==> src/rtl/ll_autoload_pkg.sv <==
package ll_autoload_pkg;

  // Payload lengths per descriptor type (configuration words replaced)
  localparam int unsigned LEN_TYPE1 = 6;
  localparam int unsigned LEN_TYPE2 = 4;
  localparam int unsigned LEN_TYPE3 = 2;

  // Channel state; the code doubles as the host-visible status
  typedef enum logic [2:0] {
    ST_IDLE  = 3'd0,
    ST_FETCH = 3'd1,
    ST_XFER  = 3'd2,
    ST_PAUSE = 3'd3,
    ST_DONE  = 3'd4
  } ch_state_t;

  function automatic int unsigned payload_len(input logic [1:0] kind);
    case (kind)
      2'd1:    return LEN_TYPE1;
      2'd2:    return LEN_TYPE2;
      2'd3:    return LEN_TYPE3;
      default: return 0;
    endcase
  endfunction

endpackage

==> src/rtl/ll_cfg_regs.sv <==
module ll_cfg_regs #(
  parameter int DW   = 32,
  parameter int NCFG = 6,
  parameter int IW   = 3
) (
  input  logic               clk,
  input  logic               rst,
  input  logic               host_we,
  input  logic [IW-1:0]      host_idx,
  input  logic [DW-1:0]      host_data,
  input  logic               ld_we,
  input  logic [IW-1:0]      ld_idx,
  input  logic [DW-1:0]      ld_data,
  output logic [NCFG*DW-1:0] cfg_flat
);

  // One register per configuration word; descriptor loads take priority
  for (genvar g = 0; g < NCFG; g++) begin : g_word
    logic [DW-1:0] word_q;

    always_ff @(posedge clk) begin
      if (rst) begin
        word_q <= '0;
      end else if (ld_we && ld_idx == IW'(g)) begin
        word_q <= ld_data;
      end else if (host_we && host_idx == IW'(g)) begin
        word_q <= host_data;
      end
    end

    assign cfg_flat[g*DW +: DW] = word_q;
  end

endmodule

==> src/rtl/ll_desc_fetch.sv <==
module ll_desc_fetch
  import ll_autoload_pkg::*;
#(
  parameter int DW   = 32,
  parameter int AW   = 32,
  parameter int NCFG = 6,
  parameter int IW   = 3
) (
  input  logic          clk,
  input  logic          rst,
  input  logic          go,
  input  logic [AW-1:0] base,
  output logic          mem_req,
  output logic [AW-1:0] mem_addr,
  input  logic          mem_rvalid,
  input  logic [DW-1:0] mem_rdata,
  output logic          ld_we,
  output logic [IW-1:0] ld_idx,
  output logic [DW-1:0] ld_data,
  output logic [AW-1:0] hdr_next,
  output logic          hdr_pause,
  output logic          hdr_last,
  output logic          done
);

  typedef enum logic [1:0] {F_IDLE, F_REQ, F_WAIT} fst_t;

  fst_t          fst;
  logic [AW-1:0] base_q;
  logic [IW-1:0] widx;     // 0 = header, k = payload word k-1
  logic [IW-1:0] nwords;
  logic [IW-1:0] hdr_len;

  assign hdr_len = IW'(payload_len(mem_rdata[1:0]));

  always_ff @(posedge clk) begin
    if (rst) begin
      fst       <= F_IDLE;
      base_q    <= '0;
      widx      <= '0;
      nwords    <= '0;
      mem_req   <= 1'b0;
      mem_addr  <= '0;
      ld_we     <= 1'b0;
      ld_idx    <= '0;
      ld_data   <= '0;
      hdr_next  <= '0;
      hdr_pause <= 1'b0;
      hdr_last  <= 1'b0;
      done      <= 1'b0;
    end else begin
      mem_req <= 1'b0;
      ld_we   <= 1'b0;
      done    <= 1'b0;
      case (fst)
        F_IDLE: begin
          if (go) begin
            base_q <= base;
            widx   <= '0;
            fst    <= F_REQ;
          end
        end
        F_REQ: begin
          mem_req  <= 1'b1;
          mem_addr <= base_q + AW'({widx, 2'b00});
          fst      <= F_WAIT;
        end
        F_WAIT: begin
          if (mem_rvalid) begin
            if (widx == '0) begin
              nwords    <= hdr_len;
              hdr_pause <= mem_rdata[2];
              hdr_last  <= mem_rdata[3];
              hdr_next  <= {mem_rdata[AW-1:4], 4'b0000};
              if (hdr_len == '0) begin
                done <= 1'b1;
                fst  <= F_IDLE;
              end else begin
                widx <= IW'(1);
                fst  <= F_REQ;
              end
            end else begin
              ld_we   <= 1'b1;
              ld_idx  <= widx - 1'b1;
              ld_data <= mem_rdata;
              if (widx == nwords) begin
                done <= 1'b1;
                fst  <= F_IDLE;
              end else begin
                widx <= widx + 1'b1;
                fst  <= F_REQ;
              end
            end
          end
        end
        default: fst <= F_IDLE;
      endcase
    end
  end

endmodule

==> src/rtl/ll_seq_fsm.sv <==
module ll_seq_fsm
  import ll_autoload_pkg::*;
#(
  parameter int AW = 32
) (
  input  logic          clk,
  input  logic          rst,
  input  logic          cmd_start,
  input  logic          cmd_fast,
  input  logic          cmd_resume,
  input  logic          irq_clear,
  input  logic [AW-1:0] list_head,
  input  logic          fetch_done,
  input  logic [AW-1:0] hdr_next,
  input  logic          hdr_pause,
  input  logic          hdr_last,
  input  logic          xfer_done,
  output logic          fetch_go,
  output logic [AW-1:0] fetch_base,
  output logic          xfer_start,
  output ch_state_t     state,
  output logic          irq,
  output logic          host_ok
);

  logic          last_q;
  logic [AW-1:0] next_q;

  assign host_ok = (state == ST_IDLE) || (state == ST_DONE);

  always_ff @(posedge clk) begin
    if (rst) begin
      state      <= ST_IDLE;
      irq        <= 1'b0;
      last_q     <= 1'b0;
      next_q     <= '0;
      fetch_go   <= 1'b0;
      fetch_base <= '0;
      xfer_start <= 1'b0;
    end else begin
      fetch_go   <= 1'b0;
      xfer_start <= 1'b0;
      if (irq_clear) irq <= 1'b0;
      case (state)
        ST_IDLE, ST_DONE: begin
          if (cmd_start) begin
            last_q <= 1'b0;
            if (cmd_fast) begin
              fetch_go   <= 1'b1;
              fetch_base <= list_head;
              state      <= ST_FETCH;
            end else begin
              next_q     <= list_head;
              xfer_start <= 1'b1;
              state      <= ST_XFER;
            end
          end
        end
        ST_FETCH: begin
          if (fetch_done) begin
            last_q <= hdr_last;
            next_q <= hdr_next;
            if (hdr_pause) begin
              state <= ST_PAUSE;
            end else begin
              xfer_start <= 1'b1;
              state      <= ST_XFER;
            end
          end
        end
        ST_PAUSE: begin
          if (cmd_resume) begin
            xfer_start <= 1'b1;
            state      <= ST_XFER;
          end
        end
        ST_XFER: begin
          if (xfer_done) begin
            if (last_q) begin
              state <= ST_DONE;
              irq   <= 1'b1;
            end else begin
              fetch_go   <= 1'b1;
              fetch_base <= next_q;
              state      <= ST_FETCH;
            end
          end
        end
        default: state <= ST_IDLE;
      endcase
    end
  end

endmodule

==> src/rtl/ll_autoload_ctrl.sv <==
module ll_autoload_ctrl
  import ll_autoload_pkg::*;
#(
  parameter  int DW   = 32,
  parameter  int AW   = 32,
  parameter  int NCFG = 6,
  localparam int IW   = $clog2(NCFG + 1)
) (
  input  logic               clk,
  input  logic               rst,
  input  logic               host_we,
  input  logic [IW-1:0]      host_idx,
  input  logic [DW-1:0]      host_wdata,
  input  logic               cmd_start,
  input  logic               cmd_fast,
  input  logic               cmd_resume,
  input  logic               irq_clear,
  output logic [2:0]         status,
  output logic               irq,
  output logic               mem_req,
  output logic [AW-1:0]      mem_addr,
  input  logic               mem_rvalid,
  input  logic [DW-1:0]      mem_rdata,
  output logic               xfer_start,
  output logic [NCFG*DW-1:0] xfer_cfg,
  input  logic               xfer_done
);

  ch_state_t     state;
  logic          host_ok;
  logic          host_cfg_we;
  logic [AW-1:0] list_head;
  logic          fetch_go;
  logic [AW-1:0] fetch_base;
  logic          fetch_done;
  logic          ld_we;
  logic [IW-1:0] ld_idx;
  logic [DW-1:0] ld_data;
  logic [AW-1:0] hdr_next;
  logic          hdr_pause;
  logic          hdr_last;

  assign status      = state;
  assign host_cfg_we = host_we && host_ok && (host_idx < IW'(NCFG));

  always_ff @(posedge clk) begin
    if (rst) begin
      list_head <= '0;
    end else if (host_we && host_ok && host_idx == IW'(NCFG)) begin
      list_head <= host_wdata[AW-1:0];
    end
  end

  ll_cfg_regs #(.DW(DW), .NCFG(NCFG), .IW(IW)) u_regs (
    .clk       (clk),
    .rst       (rst),
    .host_we   (host_cfg_we),
    .host_idx  (host_idx),
    .host_data (host_wdata),
    .ld_we     (ld_we),
    .ld_idx    (ld_idx),
    .ld_data   (ld_data),
    .cfg_flat  (xfer_cfg)
  );

  ll_desc_fetch #(.DW(DW), .AW(AW), .NCFG(NCFG), .IW(IW)) u_fetch (
    .clk        (clk),
    .rst        (rst),
    .go         (fetch_go),
    .base       (fetch_base),
    .mem_req    (mem_req),
    .mem_addr   (mem_addr),
    .mem_rvalid (mem_rvalid),
    .mem_rdata  (mem_rdata),
    .ld_we      (ld_we),
    .ld_idx     (ld_idx),
    .ld_data    (ld_data),
    .hdr_next   (hdr_next),
    .hdr_pause  (hdr_pause),
    .hdr_last   (hdr_last),
    .done       (fetch_done)
  );

  ll_seq_fsm #(.AW(AW)) u_seq (
    .clk        (clk),
    .rst        (rst),
    .cmd_start  (cmd_start),
    .cmd_fast   (cmd_fast),
    .cmd_resume (cmd_resume),
    .irq_clear  (irq_clear),
    .list_head  (list_head),
    .fetch_done (fetch_done),
    .hdr_next   (hdr_next),
    .hdr_pause  (hdr_pause),
    .hdr_last   (hdr_last),
    .xfer_done  (xfer_done),
    .fetch_go   (fetch_go),
    .fetch_base (fetch_base),
    .xfer_start (xfer_start),
    .state      (state),
    .irq        (irq),
    .host_ok    (host_ok)
  );

endmodule

==> config.mk <==
export PLATFORM = sky130hd
export DESIGN_NAME = ll_autoload_ctrl
export DESIGN_NICKNAME = d
export VERILOG_FILES = /design/src/rtl/ll_autoload_pkg.sv /design/src/rtl/ll_cfg_regs.sv /design/src/rtl/ll_desc_fetch.sv /design/src/rtl/ll_seq_fsm.sv /design/src/rtl/ll_autoload_ctrl.sv
export SDC_FILE = /design/constraint.sdc
export NUM_CORES = 1
export LEC_CHECK = 0
export BUFFER_PORTS_ARGS = -buffer_cell sky130_fd_sc_hd__buf_2
export CORE_MARGIN = 2
export CORE_UTILIZATION = 53
export CTS_BUF_LIST = sky130_fd_sc_hd__clkbuf_2
export CTS_CLUSTER_DIAMETER = 100
export DETAILED_ROUTE_END_ITERATION = 7
export PLACE_DENSITY = 0.79
export SLEW_MARGIN = 30
export SYNTH_ARGS = -nofsm -noshare
export SYNTH_HDL_FRONTEND = slang
export SYNTH_SLANG_ARGS = --single-unit
==> constraint.sdc <==
create_clock -name clk -period 2.4 [get_ports clk]
set_clock_uncertainty 0.15 [all_clocks]
set_input_delay 0 -clock clk [delete_from_list [all_inputs] [get_ports clk]]
set_output_delay 0 -clock clk [all_outputs]
set_load 0.03 [all_outputs]
# ---- Yosys cells after proc, flatten, opt, wreduce, memory -nomap -nowiden
# Index checks and enable logic that the tools add are counted.
dict set report totals {
  regBits 435
  elab_cells 173
  in_bits 76
}
dict set report classes {
  bitwise 3
  add_sub_neg 3
  n_eq_ne 32
  n_lt_le_gt_ge 1
  mux 65
  reduce_logical 42
}
# op count
set ops {}
lappend ops {{32-bit two-way mux} 19}
lappend ops {{32-bit case mux with 2 select lines} 2}
lappend ops {{32-bit by 5-bit adder with 32-bit output} 1}
lappend ops {{3-bit two-way mux} 10}
lappend ops {{1-bit two-way mux} 23}
lappend ops {{3-bit by 2-bit == test with 1-bit output, second input constant} 6}
lappend ops {{3-bit == test, second input constant} 6}
lappend ops {{2-bit nonzero test} 9}
lappend ops {{2-bit inequality test, second input constant} 8}
lappend ops {{1-bit logical AND} 15}
lappend ops {{3-bit logical NOT} 5}
lappend ops {{3-bit case mux with 4 select lines} 1}
lappend ops {{5-bit AND reduction} 2}
lappend ops {{3-bit by 1-bit == test with 1-bit output, second input constant} 3}
lappend ops {{3-bit case mux with 3 select lines} 1}
lappend ops {{3-bit AND reduction} 3}
lappend ops {{2-bit two-way mux} 4}
lappend ops {{4-bit AND reduction} 2}
lappend ops {{2-bit == test, second input constant} 3}
lappend ops {{2-bit case mux with 3 select lines} 1}
lappend ops {{3-bit case mux with 2 select lines} 1}
lappend ops {{2-bit by 1-bit == test with 1-bit output, second input constant} 2}
lappend ops {{1-bit case mux with 2 select lines} 2}
lappend ops {{2-bit AND reduction} 2}
lappend ops {{other kinds (13)} 15}

# ---- Logic depth before layout (Yosys ltp)
# Gate-level depths: netlist of run 1.
dict set report depth {
  word_depth 7
  mapped_depth 8
}

# ---- By module
# From an unflattened synthesis of run 1, not the netlist that was laid out.
dict set report unflattened {
  cells_unflattened 2260
  hier_area_um2 19202.2
}
# mod area_per_inst_um2 cells_each instances
set modules_own_cells {}
lappend modules_own_cells {ll_cfg_regs 8727.1 1090 1}
lappend modules_own_cells {ll_desc_fetch 5640.4 692 1}
lappend modules_own_cells {ll_seq_fsm 3370.7 336 1}
lappend modules_own_cells {ll_autoload_ctrl 1463.9 142 1}

# ---- Least setup slack after synthesis of run 1
# No wires, ideal clock.
dict set report synth_path {
  path_kind {reg-to-reg}
  from {register u_fetch.widx[2]}
  to {register u_fetch.mem_addr[26]}
  path_stages_with_launch 8
  arrival_ns 2.156
  path_buffers 2
  required_ns 2.159
  synth_period_minus_slack_ns 2.397
  slack_ns 0.003
  setup_ns 0.091
  cell_sequence {dfxtp_1 ha_1 clkbuf_1 a21oi_1 or4_4 buf_6 or3_1 a311oi_1}
}
dict set report synth_via {
  elab_chain_len 1
}
# item line
set synth_lines {}
lappend synth_lines {{start, declared} ll_desc_fetch.sv:30} ;# logic [IW-1:0] widx;
lappend synth_lines {{start signal, assigned} ll_desc_fetch.sv:90} ;# widx <= widx + 1'b1;
lappend synth_lines {{32-bit by 5-bit adder with 32-bit output} ll_desc_fetch.sv:65} ;# mem_addr <= base_q + AW'({widx, 2'b00});
lappend synth_lines {{end signal, assigned} ll_desc_fetch.sv:65}
lappend synth_lines {{end, declared} ll_desc_fetch.sv:14} ;# output logic [AW-1:0] mem_addr,
# No other way between the ends.
# A chain may end at the register's enable or synchronous reset.

# ---- Worst setup path after layout of run 1
dict set report layout_path {
  from {register u_fetch.ld_idx[0]}
  to {register u_regs.g_word[1].word_q[0]}
}
dict set report layout_via {
  elab_chain_len 3
}
# item line
set layout_lines {}
lappend layout_lines {{start, declared} ll_desc_fetch.sv:18} ;# output logic [IW-1:0] ld_idx,
lappend layout_lines {{start signal, assigned} ll_desc_fetch.sv:84} ;# ld_idx <= widx - 1'b1;
lappend layout_lines {{3-bit by 1-bit == test with 1-bit output (*)} ll_cfg_regs.sv:24} ;# end else if (ld_we && ld_idx == IW'(g)) begin
lappend layout_lines {{1-bit logical AND (*)} ll_cfg_regs.sv:24}
lappend layout_lines {{32-bit two-way mux / 2-bit nonzero test (equally long branches)} n/a}
lappend layout_lines {{end signal, assigned} ll_cfg_regs.sv:25} ;# word_q <= ld_data;
lappend layout_lines {{end signal, assigned} ll_cfg_regs.sv:27} ;# word_q <= host_data;
lappend layout_lines {{end, declared} ll_cfg_regs.sv:19} ;# logic [DW-1:0] word_q;
# Every way passes the cells marked *; elsewhere a longest branch is shown, timed or not.

==> results.toml, run 1 <==
[finish]
layout-area-overhead-vs-synth_pct = 25.7
fillCellCount = 2786
layout.cell_area.non_filler_um2 = 23300
fin_nets = 2662
final_layout_size_suffix_gt1_share_pct = 22.0
final_core_util_pct = 67.6
multi_input_area_um2 = 9180
number_of_standard_cells_in_the_final_layout_excluding_fillers = 3106
ff_latch_area_um2 = 8690

[critical_path]
crit_path_start_kind = "register"
critical_path.endpoint_type = "register"
worstPathMaxFanout = 22
path_cells = "nor4bb_4 -> buf_4 -> mux2i_1 -> a211oi_1"
number_of_buffers_and_inverters_on_the_critical_path = 1
path_class = "reg2reg"
cp.required_ps = 3110
timing.critical_path.slowest_cell_delay_ps = 590
largest_delay_contributor_family_on_the_critical_path = "flip-flops"
worst_ep_arrival_time_ps = 3070
critPathSlowestCell = "sky130_fd_sc_hd__dfxtp_1"

[status]
run_status = "finished clean"

[sta]
relSlewSlack_pct = 47.8
peak_freq_mhz = 423
setup_viol_count_final = 0
finalHoldViolations = 0
worst-slew-pin-transition_ps = 782
layout_worst_path_cycle_share_pct = 98.4
finalCriticalPeriod_ps = 2360
timing.final.max_slew_violations = 0
timing.hold.ws_ps = 80.7

[floorplan]
die_width_um = 191
boundaryPins = 306
die_area_um2 = 36400
initial_standard_cell_utilization_of_the_core_pct = 53.7
row_count = 68
core_area_um2 = 34500
chipHeight_um = 191

[yosys]
cell_type_contributing_the_most_total_cell_area_after_synthesis = "sky130_fd_sc_hd__dfxtp_1"
synth_area_per_cell_um2 = 8.76
synth_area_um2 = 18500
most_used_dff_post_synth = "sky130_fd_sc_hd__dfxtp_1"
synth_enable_flop_cells = 0
synth_most_common_cell = "sky130_fd_sc_hd__dfxtp_1"
async_reset_ff_share_pct = 0
synth_warnings = 0
postSynthNetCount = 2199
synth.area.top_cells = "sky130_fd_sc_hd__dfxtp_1 (47%), sky130_fd_sc_hd__mux2i_1 (12%), sky130_fd_sc_hd__a211oi_1 (9.9%)"
synth_seq_area_share_pct = 46.9
synth_largest_type_area_fraction_pct = 46.9
ys_ff_latch = 434
synth_cell_types = 63
postSynthCellCount = 2113
yosys-top-cells-count = "sky130_fd_sc_hd__dfxtp_1 (434), sky130_fd_sc_hd__nand2_1 (337), sky130_fd_sc_hd__nor2_1 (264)"

[routing]
detailed_route_wl_mm = 59.1
route.detailed.drc = 0
route.antenna.remaining_nets = 0
via_count = 18000
drt-initial-drc-count = 1502
tritonroute_pass_1_iters = 6
routed_wire_length_per_instance_um = 19.0
average_vias_per_placed_instance = 5.81

[flow_run]
number_of_max_capacitance_violations_reported = 0

[placed_design]
detailedPlacementHpwl_mm = 38.0
gpl.final_weighted_congestion = 0.893
placed_area_um2 = 20700
dpl.cell_count = 2760
port-buffer-count = 305

[pwr]
power.density_nw_per_um2 = 706
vdd.ir_drop.worst_v = 0.000467
p_leak_nw = 8.99

[min_path]
class_of_the_tightest_hold_or_removal_check = "in2reg"

[global_route]
initial_antenna_violation_count = 1
grt_pass1_wl_mm = 92.3
grt_start_max_net_pins = 165
grt_util_all_layers_pct = 31.6
grt_pass1_vias = 17500
gr-total-overflow = 0

[clock_network]
h_tree_depth = 3
postCtsSetupRepairBufs = 0
number_of_cts_inserted_buffers = 107
clk_transition_reported_paths_ps = 120
clock_latency_ps = 990
clkSinkCount = 434
clockBufferDepth = 3
cts-root-buf = "sky130_fd_sc_hd__clkbuf_2"
tritoncts = "done"
==> metrics by stage <==
stage	power [mW]	worst slack (ps)	TNS [ps]
4_1_cts	16.4	24.2	0
5_1_grt	17.2	-11.6	-22.5
6_report	16.4	37.3	0
2_1_floorplan	10.5	3.25	0
3_5_place_dp	11.5	8.43	0
3_3_place_gp	11.4	87.8	0
==> layout by cell type, fill, tap and decap left out, drive strengths merged, types with 3 or more instances in the layout <==
cell type      n
nor4           7
xnor2         11
dfxtp        434
dlygate4sd3  160
nor2         264
o31ai          6
nor4bb         3
a211oi       243
nand3         20
a21oi        183
or3            6
nand2b        13
inv           16
and4           4
or4           11
mux2i        224
and2           4
nand3b         5
nor3           8
a311oi        40
o21ai         13
nand2        337
ha             9
clkinv        22
and3           8
nor2b          7
nand4         11
clkbuf       155
buf          379
nor3b          5
o21bai         4
a21o           4
==> power by group <==
part | switching, mW | internal (mW) | total, mW
clock | 2.95 | 1.82 | 4.77
sequential | 0.356 | 7.77 | 8.13
combinational | 2.26 | 1.29 | 3.54
==> area by class of cell <==
type                       instances  share of cell area, %
antenna                            2                 0.0215
sequential                       434                   37.3
timing repair buffer             539                   16.7
multi-input combinational       1481                   39.4
clock inverter                    27                  0.586
tap                              455                   2.45
clock buffer                     155                   3.33
inverter                          13                  0.210
==> final timing paths <==
path                       startpoint                          to  slack (ps)  depth (start not counted)
setup / recovery    u_fetch.ld_idx[0]  u_regs.g_word[1].word_q[0]          40                          4
hold / removal             mem_rvalid         u_fetch.hdr_next[4]          80                          6
setup reg to reg    u_fetch.ld_idx[0]  u_regs.g_word[1].word_q[0]          40                          4
hold reg to reg   u_seq.fetch_base[2]           u_fetch.base_q[2]         280                          2
==> worst reg2reg max path, stage by stage (launching register included) <==
cell	delay (ps)
sky130_fd_sc_hd__dfxtp_1	590
sky130_fd_sc_hd__nor4bb_4	520
sky130_fd_sc_hd__buf_4	490
sky130_fd_sc_hd__mux2i_1	180
sky130_fd_sc_hd__a211oi_1	320
==> logic make-up (layout without fill, tap and decap cells) <==
| logic type | Yosys count | after routing | synth area share [%] |
|---|---|---|---|
| fa+ha+maj | 10 | 10 | 0.716 |
| flops | 434 | 434 | 46.9 |
| mux | 225 | 225 | 12.2 |
| compound gates | 512 | 512 | 18.5 |
| xor+xnor | 12 | 12 | 0.568 |
| other cells | 0 | 2 | 0 |
| simple gates | 721 | 722 | 16.6 |
| buf+inv | 199 | 734 | 4.50 |
==> metal layers <==
layer	routed length [um]	up-vias	GRT usage, %
met5	0	-	0
met4	2400	0	15.1
met3	5020	185	7.38
met2	28000	845	51.7
met1	23700	8521	39.2
li1	-	8486	-
==> flip-flops by register name (all words and copies together), names as in the netlist, 3 cells and up <==
name and count:
list_head 32, u_fetch.base_q 32, u_fetch.hdr_next 28, u_fetch.ld_data 32, u_fetch.ld_idx 3, u_fetch.mem_addr 32, u_fetch.widx 3, u_regs.g_word.word_q 192
u_seq.fetch_base 32, u_seq.next_q 32, u_seq.state 3
==> timing repair <==
item                                   4_1_cts  5_1_grt
endpoints found under the hold margin      434        0
gates cloned                                 0        1
resized for setup                            0       13
hold buffers                               161        0
setup endpoints to repair                    2       23
pin swaps                                    1        5
No activity file was read; power rests on OpenSTA's default activity.
==> run 2: changes to the inputs <==
--- a/config.mk
+++ b/config.mk
@@ -12,6 +12,8 @@
 export CTS_CLUSTER_DIAMETER = 100
 export DETAILED_ROUTE_END_ITERATION = 7
 export PLACE_DENSITY = 0.79
+export RECOVER_POWER = 100
+export REMOVE_ABC_BUFFERS = 1
 export SLEW_MARGIN = 30
 export SYNTH_ARGS = -nofsm -noshare
 export SYNTH_HDL_FRONTEND = slang
==> run 2 against run 1 <==
Core utilization fell by 0.35 points. Clock power barely moved. Power fell by 0.17%. Critical path depth rose by 2. Sequential share of layout area rose by 0.20 points. Clock-buffer cell count fell by 4. Worst setup slack got worse by 2.7 ps. Combinational power barely moved. Wire length fell by 0.45%. Maximum frequency fell by 0.12%. Via count fell by 0.68%. Critical path type unchanged. Largest cell class unchanged. Largest power group unchanged. Highest routed layer unchanged.
==> results.toml, run 2 (same netlist as run 1, synthesis figures left out) <==
[status]
run_status = "finished clean"

[pwr]
power.internal_mw = 10.9
vdd.ir_drop.worst_v = 0.000423
p_leak_nw = 8.10
power.share.sequential_pct = 49.4
clkPwrFrac_pct = 29.1
share_of_total_power_in_combinational_logic_pct = 21.5
power.density_nw_per_um2 = 708
netSwitchingFraction_pct = 33.8
p_sw_mw = 5.55

[flow_run]
number_of_max_capacitance_violations_reported = 0

[sta]
setup_viol_count_final = 0
finalCriticalPeriod_ps = 2370
relSlewSlack_pct = 45.8
finalHoldViolations = 0
timing.final.max_slew_violations = 0
layout_worst_path_cycle_share_pct = 98.6
peak_freq_mhz = 423
worst-slew-pin-transition_ps = 814

[routing]
via_count = 17900
average_vias_per_placed_instance = 5.78
tritonroute_pass_1_iters = 5
routed_wire_length_per_instance_um = 19.0
detailed_route_wl_mm = 58.8
drt-initial-drc-count = 1321
route.antenna.remaining_nets = 0
route.detailed.drc = 0

[global_route]
initial_antenna_violation_count = 1
grt-busiest-layer = "met2"
grt_util_met1_pct = 37.1
grt_util_all_layers_pct = 31.3
grt_start_max_net_pins = 143
grt_pass1_vias = 17800
gr-total-overflow = 0
grt_pass1_wl_mm = 91.3
globalRouteMet3Util_pct = 6.65
gr-usage-met2_pct = 52.7

[finish]
top_register = "u_regs.g_word.word_q"
layout-area-overhead-vs-synth_pct = 25.1
fin_nets = 2668
layout.cell_area.non_filler_um2 = 23200
most-common-layout-cells = "sky130_fd_sc_hd__dfxtp_1 (431), sky130_fd_sc_hd__nand2_1 (337), sky130_fd_sc_hd__nor2_1 (264)"
commonest_non_fill_non_tap_cell_in_the_layout = "sky130_fd_sc_hd__dfxtp_1"
flip_flop_count_of_the_largest_register_after_layout = 192
final_layout_size_suffix_gt1_share_pct = 13.9
final_core_util_pct = 67.2

[critical_path]
critical_path.endpoint_type = "register"
cp.required_ps = 3130
crit_path_start_kind = "register"
rr_worst_depth = 6
rr_startpoint = "u_fetch.widx[0]"
worst_reg_to_reg_setup_slack_ps = 30
worst_ep_arrival_time_ps = 3090
path_cells = "ha_4 -> fa_2 -> a21oi_4 -> or4_4 -> or4_1 -> a311oi_1"
largest_delay_contributor_family_on_the_critical_path = "simple AND/OR/NAND/NOR gates"
timing.critical_path.slowest_cell_delay_ps = 560
worstPathMaxFanout = 6
rr_endpoint = "u_fetch.mem_addr[24]"
number_of_buffers_and_inverters_on_the_critical_path = 0
path_class = "reg2reg"
critPathSlowestCell = "sky130_fd_sc_hd__or4_4"

[min_path]
worstHoldPathCells = 7
class_of_the_tightest_hold_or_removal_check = "in2reg"
hold_end = "u_regs.g_word[2].word_q[1]"
min-delay-start = "host_idx[0]"

[placed_design]
port-buffer-count = 305
gpl.final_weighted_congestion = 0.949
detailedPlacementHpwl_mm = 36.9
placed_area_um2 = 20800

[floorplan]
die_area_um2 = 36400
initial_standard_cell_utilization_of_the_core_pct = 53.7
boundaryPins = 306
core_area_um2 = 34500
chipHeight_um = 191
row_count = 68
die_width_um = 191

[clock_network]
clock_latency_ps = 1050
clockBufferDepth = 3
tritoncts = "done"
number_of_cts_inserted_buffers = 107
cts-root-buf = "sky130_fd_sc_hd__clkbuf_2"
clk_transition_reported_paths_ps = 100
h_tree_depth = 3
clkSinkCount = 434
-- run 2: cell types whose count changed in the layout (fill, tap and decap cells not counted), sizes merged --
cell / delta
buf: -224
clkinvlp: -1
clkbuf: +231
clkinv: -10
dlygate4sd3: -5
bufinv: +1
diode: -1
inv: +1
-- run 2: how the worst max path moves through the flow --
stage	startpoint	cells after the start	end	slack, ps
after detailed placement	u_fetch.widx[0]	6	u_fetch.mem_addr[16]	3
after global routing	u_fetch.widx[0]	6	u_fetch.mem_addr[24]	-20
final	u_fetch.widx[0]	6	u_fetch.mem_addr[24]	30
after global placement	u_fetch.widx[0]	6	u_fetch.mem_addr[20]	60
after floorplan	u_fetch.ld_idx[1]	3	u_regs.g_word[2].word_q[0]	-4630
after CTS	u_fetch.widx[0]	6	u_fetch.mem_addr[16]	10
-- run 2: power groups by stage --
| stage | Sequential, mW | Combinational [mW] | Clock [mW] |
|---|---|---|---|
| 2_1_floorplan | 8.68 | 1.61 | 0 |
| 3_3_place_gp | 8.23 | 3.22 | 0 |
| 3_5_place_dp | 8.25 | 3.31 | 0 |
| 4_1_cts | 8.09 | 3.54 | 4.86 |
| 5_1_grt | 8.18 | 3.82 | 5.22 |
| 6_report | 8.11 | 3.52 | 4.77 |
-- run 2: layout make-up --
type	count	area [um2]
Antenna cell	1	2.50
Clock buffer	151	756
Clock inverter	18	123
Fill cell	2907	11300
Inverter	13	48.8
Multi-Input combinational cell	1481	9220
Sequential cell	434	8690
Tap cell	455	569
Timing Repair Buffer	545	3750
-- run 2: tightest hold or removal path, delay by kind of cell --
family                 cells  cell delay [ps]
AOI/OAI and AO/OA          2              160
and+or+nand+nor            2              270
buffers and inverters      3              830
-- run 2: metal layers --
metal	up-vias	share of wire (%)
met5	-	0
met4	0	4.5
met3	183	7.6
met2	753	47
met1	8467	40
li1	8511	-
-- run 2: timing repair --
action / 4_1_cts / 5_1_grt
pin swaps: 1 / 1
buffers inserted: 2 / 4
setup endpoints to repair: 5 / 15
hold endpoints to repair: 434 / 0
cloned: 0 / 2
hold buffers: 156 / 0
gates resized for setup: 0 / 22
-- run 2: metrics by stage --
step / TNS, ps / hold WS [ps] / std cells / setup slack [ps] / total power, mW
after floorplan: -897330 / -80.9 / 1927 / -4630 / 10.3
after detailed placement: 0 / 109 / 2764 / 2.99 / 11.6
after CTS: 0 / 21.6 / 3091 / 12.6 / 16.5
final: 0 / 102 / 3098 / 34.6 / 16.4
after global routing: -40.1 / 53.6 / 3098 / -20.2 / 17.2
after global placement: 0 / 102 / 2764 / 63.4 / 11.5
==> run 3: changes to the inputs <==
--- a/config.mk
+++ b/config.mk
@@ -6,6 +6,7 @@
 export NUM_CORES = 1
 export LEC_CHECK = 0
 export BUFFER_PORTS_ARGS = -buffer_cell sky130_fd_sc_hd__buf_2
+export CORE_ASPECT_RATIO = 0.5
 export CORE_MARGIN = 2
 export CORE_UTILIZATION = 53
 export CTS_BUF_LIST = sky130_fd_sc_hd__clkbuf_2
@@ -18,3 +19,4 @@
 export SYNTH_ARGS = -nofsm -noshare
 export SYNTH_HDL_FRONTEND = slang
 export SYNTH_SLANG_ARGS = --single-unit
+export TNS_END_PERCENT = 30
==> run 3 against run 2 <==
Die area rose by 0.25%. Core utilization fell by 0.41 points. First-iteration DRC count rose by 38%. Via count rose by 1.2%. Wire length rose by 0.91%. Sequential power rose by 0.9%. Power barely moved. Register-to-register slack improved by 20 ps. Combinational power fell by 1%. Clock-buffer cell count fell by 7. Worst setup slack improved by 20 ps. Worst hold slack got worse by 19 ps. Largest cell class unchanged.
==> results.toml, run 3 (same netlist as run 1, synthesis figures left out) <==
[pwr]
p_leak_nw = 8.02
p_sw_mw = 5.63
power.share.sequential_pct = 49.8
power.density_nw_per_um2 = 714
share_of_total_power_in_combinational_logic_pct = 21.2
vdd.ir_drop.worst_v = 0.000346
netSwitchingFraction_pct = 34.3
power.internal_mw = 10.8
clkPwrFrac_pct = 28.9
totalPowerFinal_mw = 16.4

[finish]
flip_flop_count_of_the_largest_register_after_layout = 192
top_register = "u_regs.g_word.word_q"
commonest_non_fill_non_tap_cell_in_the_layout = "sky130_fd_sc_hd__dfxtp_1"
layout-area-overhead-vs-synth_pct = 24.2
fin_nets = 2654
number_of_standard_cells_in_the_final_layout_excluding_fillers = 3114
most-common-layout-cells = "sky130_fd_sc_hd__dfxtp_1 (434), sky130_fd_sc_hd__nand2_1 (337), sky130_fd_sc_hd__nor2_1 (264)"
layout.cell_area.non_filler_um2 = 23000
final_layout_size_suffix_gt1_share_pct = 12.9
final_core_util_pct = 66.8

[critical_path]
critical_path.endpoint_type = "register"
crit_path_start_kind = "register"
worst_ep_arrival_time_ps = 3180
critical_path.endpoint = "u_seq.irq"
rr_startpoint = "u_seq.state[0]"
path_class = "reg2reg"
cp.required_ps = 3230
worst_reg_to_reg_setup_slack_ps = 50
crit_start = "u_seq.state[0]"
worstPathMaxFanout = 34
rr_endpoint = "u_seq.irq"
rr_worst_depth = 6

[sta]
timing.final.max_slew_violations = 0
post-route-worst-setup-slack_ps = 54.6
setup_viol_count_final = 0
layout_worst_path_cycle_share_pct = 97.7
setup-tns-final_ps = 0
finalCriticalPeriod_ps = 2350
timing.hold.ws_ps = 82.6
worst-slew-pin-transition_ps = 813
grt_setup_unrepaired = "yes"
relSlewSlack_pct = 45.8
finalHoldViolations = 0
peak_freq_mhz = 426

[clock_network]
h_tree_depth = 3
clkSinkCount = 434
clk_transition_reported_paths_ps = 110
cts-root-buf = "sky130_fd_sc_hd__clkbuf_2"
clock_latency_ps = 1050
tritoncts = "done"
clockBufferDepth = 3
number_of_cts_inserted_buffers = 95

[placed_design]
detailedPlacementHpwl_mm = 37.0
dpl.cell_count = 2788
gpl.final_weighted_congestion = 0.895
placed_area_um2 = 20800
port-buffer-count = 305
post-place-ws_ps = 33.4

[routing]
tritonroute_pass_1_iters = 7
average_vias_per_placed_instance = 5.82
via_count = 18100
route.detailed.drc = 0
routed_wire_length_per_instance_um = 19.1
route.antenna.remaining_nets = 0
detailed_route_wl_mm = 59.4
drt-initial-drc-count = 1828

[global_route]
grt_pass1_wl_mm = 93.1
grt_start_max_net_pins = 176
gr-total-overflow = 0
grt_util_all_layers_pct = 32.1
initial_antenna_violation_count = 2
grt_pass1_vias = 17400

[floorplan]
die_area_um2 = 36500
boundaryPins = 306
chipHeight_um = 136
row_count = 48
initial_standard_cell_utilization_of_the_core_pct = 53.8
die_width_um = 268
core_area_um2 = 34400

[min_path]
class_of_the_tightest_hold_or_removal_check = "in2reg"

[flow_run]
number_of_max_capacitance_violations_reported = 0

[status]
run_status = "finished clean"
==> run 3: changes by cell type in the layout (fill, tap and decap cells not counted), sizes merged <==
| cell | previous run | this run |
|---|---|---|
| clkbuf | 386 | 379 |
| clkinv | 12 | 17 |
| inv | 17 | 16 |
| diode | 1 | 2 |
| buf | 155 | 153 |
==> run 3: routing by layer <==
| metal | vias up | GRT usage (%) | wire [um] |
|---|---|---|---|
| met2 | 873 | 49.5 | 26700 |
| met1 | 8576 | 43.1 | 25400 |
| met5 | - | 0 | 0 |
| met4 | 0 | 14.1 | 2200 |
| li1 | 8494 | - | - |
| met3 | 191 | 7.48 | 5110 |
==> run 3: how the worst min path moves through the flow <==
| stage | end | depth (start not counted) | start | slack, ps |
|---|---|---|---|---|
| after global placement | u_fetch.ld_data[20] | 3 | mem_rdata[20] | 100 |
| after CTS | u_seq.next_q[20] | 7 | cmd_fast | 20 |
| after floorplan | list_head[0] | 1 | rst | -80 |
| after global routing | u_seq.next_q[12] | 7 | cmd_fast | 80 |
| after detailed placement | u_fetch.ld_data[23] | 3 | mem_rdata[23] | 110 |
| final | u_seq.next_q[14] | 7 | cmd_fast | 80 |
==> run 3: cell type report <==
class	count	area, um2
Sequential cell	434	8690
Inverter	13	48.8
Fill cell	2862	11400
Antenna cell	2	5.00
Clock buffer	144	721
Tap cell	475	594
Multi-Input combinational cell	1481	9150
Clock inverter	22	141
Timing Repair Buffer	543	3640
==> run 3: power groups by stage <==
| stage | combinational (mW) | clock [mW] | sequential, mW |
|---|---|---|---|
| final | 3.48 | 4.75 | 8.18 |
| after detailed placement | 3.25 | 0 | 8.31 |
| after CTS | 3.49 | 4.79 | 8.15 |
| after floorplan | 1.61 | 0 | 8.68 |
| after global routing | 3.76 | 5.16 | 8.24 |
| after global placement | 3.19 | 0 | 8.30 |
==> run 3: critical path: stages, from the launching register on <==
cell	delay [ps]
sky130_fd_sc_hd__dfxtp_1	400
sky130_fd_sc_hd__buf_4	210
sky130_fd_sc_hd__nor3b_2	280
sky130_fd_sc_hd__buf_12	300
sky130_fd_sc_hd__nand4_1	220
sky130_fd_sc_hd__a21oi_1	170
sky130_fd_sc_hd__dlygate4sd3_1	560
==> run 3: repair_timing <==
item / in CTS / in global routing
endpoints found under the hold margin: 434 / 0
hold buffers: 156 / 0
gates resized for setup: 0 / 3
endpoints found under the setup margin: 0 / 8
buffers inserted: 0 / 1
